$ cat config.mk
export PLATFORM = sky130hd
export DESIGN_NAME = htc_convert
export DESIGN_NICKNAME = d
export VERILOG_FILES = /design/src/rtl/htc_pkg.sv /design/src/rtl/htc_period_find.sv /design/src/rtl/htc_align.sv /design/src/rtl/htc_convert.sv
export SDC_FILE = /design/constraint.sdc
export NUM_CORES = 1
export LEC_CHECK = 0
export BUFFER_PORTS_ARGS = -buffer_cell sky130_fd_sc_hd__buf_2
export CORE_ASPECT_RATIO = 1.4
export CORE_MARGIN = 1
export CORE_UTILIZATION = 25
export CTS_BUF_LIST = sky130_fd_sc_hd__clkbuf_16
export DETAILED_ROUTE_END_ITERATION = 6
export PLACE_DENSITY_LB_ADDON = 0.08
export SLEW_MARGIN = 40
export SYNTH_ARGS = -nofsm -noshare
export SYNTH_HDL_FRONTEND = slang
export SYNTH_SLANG_ARGS = --single-unit
$ cat constraint.sdc
create_clock -name clk -period 0.8 [get_ports clk]
set_input_delay 0.12 -clock clk [delete_from_list [all_inputs] [get_ports clk]]
set_output_delay 0.12 -clock clk [all_outputs]
set_load 0.005 [all_outputs]
$ cat src/rtl/htc_pkg.sv
package htc_pkg;
    localparam int WORD_W     = 64;
    localparam int FINE_SEC   = 32;
    localparam int COARSE_SEC = 24;
    localparam int IDX_W      = $clog2(WORD_W);

    typedef enum logic {
        DIR_FINE_TO_COARSE = 1'b0,
        DIR_COARSE_TO_FINE = 1'b1
    } dir_e;
endpackage

$ cat src/rtl/htc_period_find.sv
module htc_period_find #(
    parameter int W     = 64,
    parameter int IDX_W = $clog2(W)
) (
    input  logic [W-1:0]     word,
    output logic [IDX_W-1:0] idx,
    output logic             found,
    output logic [W-1:0]     below
);
    always_comb begin
        idx   = '0;
        found = 1'b0;
        for (int i = 0; i < W; i++) begin
            if (word[i]) begin
                idx   = IDX_W'(i);
                found = 1'b1;
            end
        end
        below = found ? (word & ~({{(W-1){1'b0}}, 1'b1} << idx)) : '0;
    end
endmodule

$ cat src/rtl/htc_align.sv
module htc_align #(
    parameter int W     = 64,
    parameter int SHIFT = 8
) (
    input  logic [W-1:0] word,
    input  logic         to_fine,
    output logic [W-1:0] conv,
    output logic         lost
);
    localparam logic [W-1:0] LOW_MASK  = ({{(W-1){1'b0}}, 1'b1} << SHIFT) - 1'b1;
    localparam logic [W-1:0] HIGH_MASK = ~({W{1'b1}} >> SHIFT);

    always_comb begin
        if (to_fine) begin
            conv = word << SHIFT;
            lost = |(word & HIGH_MASK);
        end else begin
            conv = word >> SHIFT;
            lost = |(word & LOW_MASK);
        end
    end
endmodule

$ cat src/rtl/htc_convert.sv
module htc_convert #(
    parameter int W          = htc_pkg::WORD_W,
    parameter int FINE_SEC   = htc_pkg::FINE_SEC,
    parameter int COARSE_SEC = htc_pkg::COARSE_SEC,
    parameter bit OUT_REG    = 1'b1,
    localparam int IDX_W     = $clog2(W),
    localparam int SHIFT     = FINE_SEC - COARSE_SEC
) (
    input  logic             clk,
    input  logic             rst_n,
    input  logic [W-1:0]     in_word,
    input  logic             dir,
    output logic [IDX_W-1:0] period_idx,
    output logic [W-1:0]     phase,
    output logic             valid,
    output logic [W-1:0]     conv_word,
    output logic             out_of_range
);
    logic [IDX_W-1:0] c_idx;
    logic [W-1:0]     c_phase;
    logic             c_valid;
    logic [W-1:0]     c_conv;
    logic             c_lost;

    htc_period_find #(.W(W), .IDX_W(IDX_W)) find_i (
        .word(in_word), .idx(c_idx), .found(c_valid), .below(c_phase)
    );

    htc_align #(.W(W), .SHIFT(SHIFT)) align_i (
        .word(in_word), .to_fine(dir == htc_pkg::DIR_COARSE_TO_FINE),
        .conv(c_conv), .lost(c_lost)
    );

    generate
        if (OUT_REG) begin : g_reg
            always_ff @(posedge clk or negedge rst_n) begin
                if (!rst_n) begin
                    period_idx   <= '0;
                    phase        <= '0;
                    valid        <= 1'b0;
                    conv_word    <= '0;
                    out_of_range <= 1'b0;
                end else begin
                    period_idx   <= c_idx;
                    phase        <= c_phase;
                    valid        <= c_valid;
                    conv_word    <= c_conv;
                    out_of_range <= c_lost;
                end
            end
        end else begin : g_comb
            assign period_idx   = c_idx;
            assign phase        = c_phase;
            assign valid        = c_valid;
            assign conv_word    = c_conv;
            assign out_of_range = c_lost;
        end
    endgenerate
endmodule

; ---- After elaboration in Yosys (flattened, before gate mapping)
; Cells that the tools add are included.
[word_totals]
ff_bits = 136
input_bits = 67
output_inout_bits = 136
elab_cells = 140
[op_classes]
shift = 1
mux = 130
n_bitwise = 2
reduce_logical = 2
[op_table]
columns = operator, count
row1 = 6-bit two-way mux, 32
row2 = 64-bit two-way mux, 2
row3 = 5-bit two-way mux, 16
row4 = 1-bit two-way mux, 66
row5 = 64-bit bitwise AND, 1
row6 = 64-bit NOT, 1
row7 = 1-bit by 6-bit left shift with 64-bit output (first input constant), 1
row8 = 4-bit two-way mux, 8
row9 = 8-bit OR reduction, 2
row10 = 3-bit two-way mux, 4
row11 = 2-bit two-way mux, 2

; ---- Depth between registers and ports, before layout
; Gate-level depths: netlist of the first run.
[depth]
depth_word = 67
mapped_depth = 11
ltp_nobuf = 8

; ---- Cells and area by module
; Synthesis of the first run repeated with hierarchy kept, for this count alone.
[unflattened]
hier_cells = 526
area_unflattened_um2 = 5938.2
[by_module_without_submodules]
columns = module, n_inst, cells_per_inst, area_each_um2, seq_area_each_um2
row1 = htc_convert, 1, 136, 3403.3, 3403.3
row2 = htc_period_find, 1, 313, 1805.5, 0.0
row3 = htc_align, 1, 77, 729.4, 0.0

; ---- Worst setup path before layout of the first run
; No wires, ideal clock.
[synth_timing]
path_type = input to register
startpoint = in in_word[28]
endpoint = reg phase[38]
setup_time_ns = 0.119
t_arrival_ns = 2.051
t_required_ns = 0.681
slack_ns = -1.370
stages = 9
path_buffers = 2
cell_sequence = buf_4 nor2_1 a2111oi_4 o211ai_1 a311o_1 a2111oi_4 o21ai_2 buf_6 o21a_1
[synth_via]
elab_chain_cells = 40
[synth_rtl]
columns = element, line_no
row1 = "start, declared", htc_convert.sv:11  ; input logic [W-1:0] in_word,
row2 = 5-bit two-way mux (4 in a row), htc_period_find.sv:14  ; if (word[i]) begin
row3 = 6-bit two-way mux (32 in a row), htc_period_find.sv:14
row4 = 1-bit by 6-bit left shift with 64-bit output, htc_period_find.sv:19  ; below = found ? (word & ~({{(W-1){1'b0}}, 1'b1} << idx)) : '0;
row5 = 64-bit NOT, htc_period_find.sv:19
row6 = 64-bit bitwise AND, htc_period_find.sv:19
row7 = 64-bit two-way mux (*), htc_period_find.sv:19
row8 = net c_phase[38], htc_convert.sv:20  ; logic [W-1:0] c_phase;
row9 = "end signal, assigned", htc_convert.sv:45  ; phase <= c_phase;
row10 = "end, declared", htc_convert.sv:14  ; output logic [W-1:0] phase,
; Mark *: on every way through the listed nets, which the timed path passes. The rest lies on a longest branch.

; ---- Worst setup path after layout of the first run
[layout_timing]
startpoint = in in_word[31]
endpoint = reg phase[21]
[layout_via]
elab_chain_cells = 37
[layout_rtl]
columns = element, line_no
row1 = 5-bit two-way mux, htc_period_find.sv:14
row2 = 6-bit two-way mux (32 in a row), htc_period_find.sv:14
row3 = 1-bit by 6-bit left shift with 64-bit output, htc_period_find.sv:19
row4 = 64-bit NOT, htc_period_find.sv:19
row5 = 64-bit bitwise AND, htc_period_find.sv:19
row6 = 64-bit two-way mux (*), htc_period_find.sv:19
row7 = net c_phase[21], htc_convert.sv:20
; Marks and branches as above.

==> impl_metrics.json, run 1 <==
{
  "power.share.clock_pct": 40.4,
  "grt_pass1_wl_mm": 39.5,
  "initial_utilization_pct": 25.6,
  "status": "finished, violations left",
  "cp-start-kind": "input pin",
  "grt_max_degree": 38,
  "yosysWarnings": 0,
  "drc": 0,
  "clk_pin_slew_ns": 0.06,
  "std_cell_rows": 65,
  "holdPathStages": 2,
  "p_comb_share_pct": 18.3,
  "core_um2": 22600,
  "nFillCells": 2241,
  "crit_family": "compound AO/OA/AOI/OAI gates",
  "drive_above_1_share_pct": 60.3,
  "slowest_delay_ns": 0.47,
  "syn_nets": 574,
  "leakagePower_nw": 4.86,
  "boundaryPins": 203,
  "power.density_nw_per_um2": 1740,
  "seq_area_frac_synth_pct": 58.9,
  "vias": 5768,
  "area_delta_synth_final_pct": 78.5,
  "die_width_um": 131,
  "nets": 995,
  "maxCapViolCount": 0,
  "period_share_pct": 246,
  "portBuffers": 202,
  "switching_share_pct": 26.8,
  "yosysUniqueCellTypes": 59,
  "antenna_cells": 0,
  "dpl-instance-area_um2": 8840,
  "layout_commonest_cell": "buf_2",
  "async_reset_ff_share_pct": 100,
  "drtIter0Drc": 296,
  "p_switching_mw": 4.80,
  "cts_tree": "yes",
  "hold_violations": 0,
  "place_inst": 1179,
  "fin_ws_ns": -1.17,
  "endpoint_kind": "flop",
  "grt_pass1_vias": 6452,
  "path_cells": "buf_6 -> buf_6 -> a2111oi_4 -> o211ai_1 -> a311o_1 -> a2111oi_4 -> buf_4 -> nor3_4 -> buf_12 -> a31oi_4",
  "dpl.hpwl_mm": 20.2,
  "ys.flop_type": "dfrtp_1",
  "netlist_area_um2": 5780,
  "clock_path_buffers": 2,
  "viasPerCell": 4.65,
  "track_usage_pct": 23.2,
  "setup_viol": 207,
  "final.setup.tns_ns": -103.81,
  "worstPathMaxFanout": 16,
  "wl_mm": 26.4,
  "ant_nets": 0,
  "rsz0062_at_grt": "yes",
  "vdd_drop_max_mv": 1.39,
  "antenna_found_initial": 0,
  "htreeDepth": 4,
  "syn_area_per_cell_um2": 11.4,
  "synth_edf_count": 0,
  "stdcell_count": 1240,
  "synthCells": 507,
  "cts_root_buffer": "clkbuf_16",
  "design.die.area_um2": 23700,
  "drtPass1Iterations": 4,
  "crit_type": "input pin to flop",
  "crit_slowest_cell": "a2111oi_4",
  "min_period_ns": 1.97,
  "seq_power_share_pct": 41.3,
  "numCtsBuffers": 17,
  "critPathLaunch": "in_word[31]",
  "final_area_um2": 10300,
  "cp_num_buf_inv": 4,
  "hold_start": "in_word[3]",
  "die_h_um": 182,
  "grt_overflow": 0,
  "post_drt_wl_per_cell_um": 21.3,
  "worstHoldPathType": "input pin to flop",
  "worstPathArrival_ns": 2.31,
  "drv_slew": 0,
  "globalplace.congestion": 0.870,
  "synth-seq-cells": 136,
  "failed_checks": "negative setup slack",
  "cts_sinks": 136,
  "internal_power_mw": 13.1,
  "path_depth": 10,
  "fmax_mhz": 507,
  "layout_common_cells": "buf_2 (182), buf_4 (178), dfrtp_1 (136)",
  "cp.required_ns": 1.14
}
-- logic make-up (layout without fill, tap and decap cells) --
| kind of cell | after synthesis | count (layout) | synth area share (%) |
|---|---|---|---|
| mux | 32 | 32 | 6.23 |
| simple gates | 157 | 157 | 14.6 |
| buf+inv | 44 | 476 | 3.31 |
| flops | 136 | 136 | 58.9 |
| other cells | 1 | 1 | 0.0649 |
| compound gates | 137 | 137 | 16.9 |
-- final cells by class --
class / instances / area [µm²] / area share [%]
Clock buffer: 17 / 425 / 4.12
Clock inverter: 13 / 108 / 1.04
Inverter: 21 / 86.3 / 0.837
Multi-Input combinational cell: 327 / 2840 / 27.5
Sequential cell: 136 / 3400 / 33.0
Tap cell: 301 / 377 / 3.65
Timing Repair Buffer: 425 / 3080 / 29.9
-- final timing paths --
| check | to | slack [ns] |
|---|---|---|
| setup / recovery | phase[21] | -1.17 |
| hold / removal | conv_word[11] | 0.02 |
| min in group asynchronous | phase[63] | 0.13 |
| max in group asynchronous | phase[52] | 0.19 |
-- sequential cells by signal, indices dropped and copies added, names as in the netlist --
name and cells:
period_idx 6, valid 1, phase 64, out_of_range 1, conv_word 64
-- timing repair --
item                       in CTS  in global routing
setup buffers                  21                 13
hold endpoints to repair      142                  0
setup endpoints to repair     207                207
pin swaps                      57                 37
resized for setup              90                 65
hold buffers                    6                  0
-- stage by stage --
stage	power [mW]	util (%)	hold slack [ns]	setup WS (ns)
6_report	17.9	45.6	0.0215	-1.17
5_1_grt	18.7	45.6	0.00991	-1.26
4_1_cts	18.0	44.1	0.00231	-1.12
3_5_place_dp	10.5	39.1	-0.00949	-1.76
3_3_place_gp	10.5	39.1	-0.00880	-1.89
2_1_floorplan	8.47	-	-0.176	-1.26
-- power groups by stage --
| stage | Sequential (mW) | Combinational, mW | Clock (mW) |
|---|---|---|---|
| 6_report | 7.41 | 3.28 | 7.25 |
| 2_1_floorplan | 7.57 | 0.902 | 0 |
| 3_3_place_gp | 7.53 | 2.94 | 0 |
| 3_5_place_dp | 7.53 | 2.94 | 0 |
| 5_1_grt | 7.44 | 3.53 | 7.75 |
| 4_1_cts | 7.42 | 3.16 | 7.46 |
-- routing by layer --
metal  track usage, %  up-vias  wire length, µm
li1                 -     2666                -
met1             25.6     2886            10200
met2             42.7      183            14500
met3             4.18       33             1160
met4             9.33        0              567
met5                0        -                0
-- cell usage after synthesis, drive strengths merged (2+ instances only) --
master	count	area share (%)
a2111oi	2	0.95
a211oi	3	0.39
a21boi	3	0.39
a21oi	15	1.3
a31oi	14	1.5
and2	10	1.1
buf	10	1.1
clkbuf	13	0.84
dfrtp	136	59
inv	21	1.4
mux2	32	6.2
nand2	37	2.4
nand2b	3	0.32
nand3	6	0.61
nand4	3	0.32
nor2	37	2.4
nor2b	12	1.3
nor3	15	1.6
nor4	15	2.0
nor4b	2	0.30
o2111ai	2	0.30
o211ai	2	0.26
o21a	34	4.4
o21ai	31	2.7
o21bai	2	0.26
o31a	14	2.1
o31ai	3	0.39
or3	2	0.22
or3b	2	0.30
or4	7	0.91
No activity file was read; power rests on OpenSTA's default activity.
==> run 2, diff against run 1 <==
--- a/config.mk
+++ b/config.mk
@@ -6,7 +6,6 @@
 export NUM_CORES = 1
 export LEC_CHECK = 0
 export BUFFER_PORTS_ARGS = -buffer_cell sky130_fd_sc_hd__buf_2
-export CORE_ASPECT_RATIO = 1.4
 export CORE_MARGIN = 1
 export CORE_UTILIZATION = 25
 export CTS_BUF_LIST = sky130_fd_sc_hd__clkbuf_16
==> run 2 against run 1 <==
Net effect:
- the run still ends with negative setup slack left
- flip-flop and latch count unchanged
- die area about the same
- final area is 0.84% lower
- critical path type unchanged
- largest cell class unchanged
==> impl_metrics.json, run 2 (synthesized netlist as in run 1, its figures left out) <==
{
  "reg.largest.list": "conv_word x64, phase x64, period_idx x6",
  "status": "finished, violations left",
  "wl_mm": 26.5,
  "utilization_pct": 45.2,
  "maxCapViolCount": 0,
  "worstPathMaxFanout": 8,
  "slowest_delay_ns": 0.40,
  "vdd_drop_max_mv": 1.07,
  "clock_path_buffers": 2,
  "portBuffers": 202,
  "hold_violations": 0,
  "ant_nets": 0,
  "initial_utilization_pct": 25.5,
  "antenna_found_initial": 0,
  "rsz0062_at_grt": "yes",
  "drtIter0Drc": 266,
  "power.density_nw_per_um2": 1740,
  "drive_above_1_share_pct": 59.5,
  "cts_tree": "yes",
  "grt_pass1_wl_mm": 39.1,
  "min_period_ns": 1.99,
  "design.die.area_um2": 23700,
  "fin_ws_ns": -1.19,
  "htreeDepth": 4,
  "core_um2": 22600,
  "grt_pass1_vias": 6356,
  "fmax_mhz": 502,
  "crit_type": "input pin to flop",
  "crit_slowest_cell": "or3b_4",
  "dpl.hpwl_mm": 20.4,
  "place_ws_ns": -1.83,
  "layout_commonest_cell": "buf_2",
  "path_depth": 11,
  "globalplace.congestion": 0.857,
  "cp_num_buf_inv": 4,
  "cts_sinks": 136,
  "viasPerCell": 4.75,
  "failed_checks": "negative setup slack",
  "grt_overflow": 0,
  "grt_max_degree": 41,
  "boundaryPins": 203,
  "cp-start-kind": "input pin",
  "drc": 0,
  "clk_pin_slew_ns": 0.06,
  "vias": 5818,
  "holdPathStages": 4,
  "cts_root_buffer": "clkbuf_16",
  "cp.required_ns": 1.11,
  "critPathMostFrequentCell": "buf_4",
  "p_total_mw": 17.8,
  "nets": 996,
  "path_cells": "buf_4 -> nor2_1 -> a2111oi_4 -> o211ai_1 -> buf_4 -> a2bb2oi_1 -> a2111oi_4 -> buf_4 -> or3b_4 -> buf_12 -> o21a_1",
  "crit_family": "compound AO/OA/AOI/OAI gates",
  "post_drt_wl_per_cell_um": 21.6,
  "std_cell_rows": 55,
  "die_h_um": 154,
  "endpoint_kind": "flop",
  "drtPass1Iterations": 4,
  "worstHoldPathType": "input pin to flop",
  "area_delta_synth_final_pct": 77.0,
  "drv_slew": 0,
  "leakagePower_nw": 4.88,
  "setup_viol": 207,
  "nFillCells": 2190,
  "period_share_pct": 249,
  "worstPathArrival_ns": 2.31,
  "layout_common_cells": "buf_2 (190), buf_4 (182), dfrtp_1 (136)",
  "antenna_cells": 0,
  "die_width_um": 154,
  "numCtsBuffers": 17,
  "track_usage_pct": 22.8
}
-- run 2: cell types whose count changed in the layout (fill, tap and decap cells not counted), moves of 3 or more --
cell	change
buf_2	+8
buf_4	+4
buf_6	-11
dlygate4sd3_1	-3
-- run 2: final cells by class --
cell class / instances / area [µm²] / area share (%)
sequential: 136 / 3400 / 33.3
clock buffer: 17 / 425 / 4.16
inverter: 21 / 91.3 / 0.893
clock inverter: 12 / 90.1 / 0.880
timing repair buffer: 426 / 3070 / 30.0
multi-input combinational: 327 / 2800 / 27.3
tap: 285 / 357 / 3.48
-- run 2: repair_timing --
| item | in CTS | in global routing |
|---|---|---|
| gates resized for setup | 73 | 51 |
| cloned | 1 | 2 |
| hold endpoints to repair | 138 | 0 |
| hold buffers | 3 | 0 |
| setup buffers | 23 | 12 |
| pin swaps | 49 | 27 |
| endpoints found under the setup margin | 207 | 207 |
-- run 2: metrics by stage --
stage	std cells	setup TNS, ns	hold WS [ns]	cell area, µm²
2_1_floorplan	507	-78.81	-0.176	6170
3_3_place_gp	1157	-121.96	-0.0231	8790
3_5_place_dp	1157	-120.55	-0.0228	8800
4_1_cts	1213	-104.34	0.00221	9850
5_1_grt	1224	-114.78	0.0109	10200
6_report	1224	-106.11	0.0142	10200
-- run 2: report_power, final --
part | total [mW] | internal (mW) | switching, mW | leakage [nW]
clock network | 7.13 | 4.15 | 2.98 | 0.256
registers | 7.40 | 7.28 | 0.122 | 1.59
logic | 3.28 | 1.64 | 1.64 | 3.03
total | 17.8 | 13.1 | 4.74 | 4.88
-- run 2: tightest hold or removal path, stage by stage --
cell	delay (ns)
buf_6	0.07
buf_6	0.10
nand2_1	0.04
o21ai_0	0.06
-- run 2: per-layer routing --
layer	part of all wire (%)	GRT usage [%]	up-vias
li1	-	-	2661
met1	42	28.1	2886
met2	50	39.4	227
met3	5.2	4.71	44
met4	2.6	7.90	0
met5	0	0	-
-- run 2: worst paths after layout --
kind                             start             to  slack [ns]
max                        in_word[28]      phase[15]       -1.19
min                         in_word[5]  conv_word[13]        0.01
max in group asynchronous        rst_n  conv_word[61]        0.20
min in group asynchronous        rst_n       phase[3]        0.12
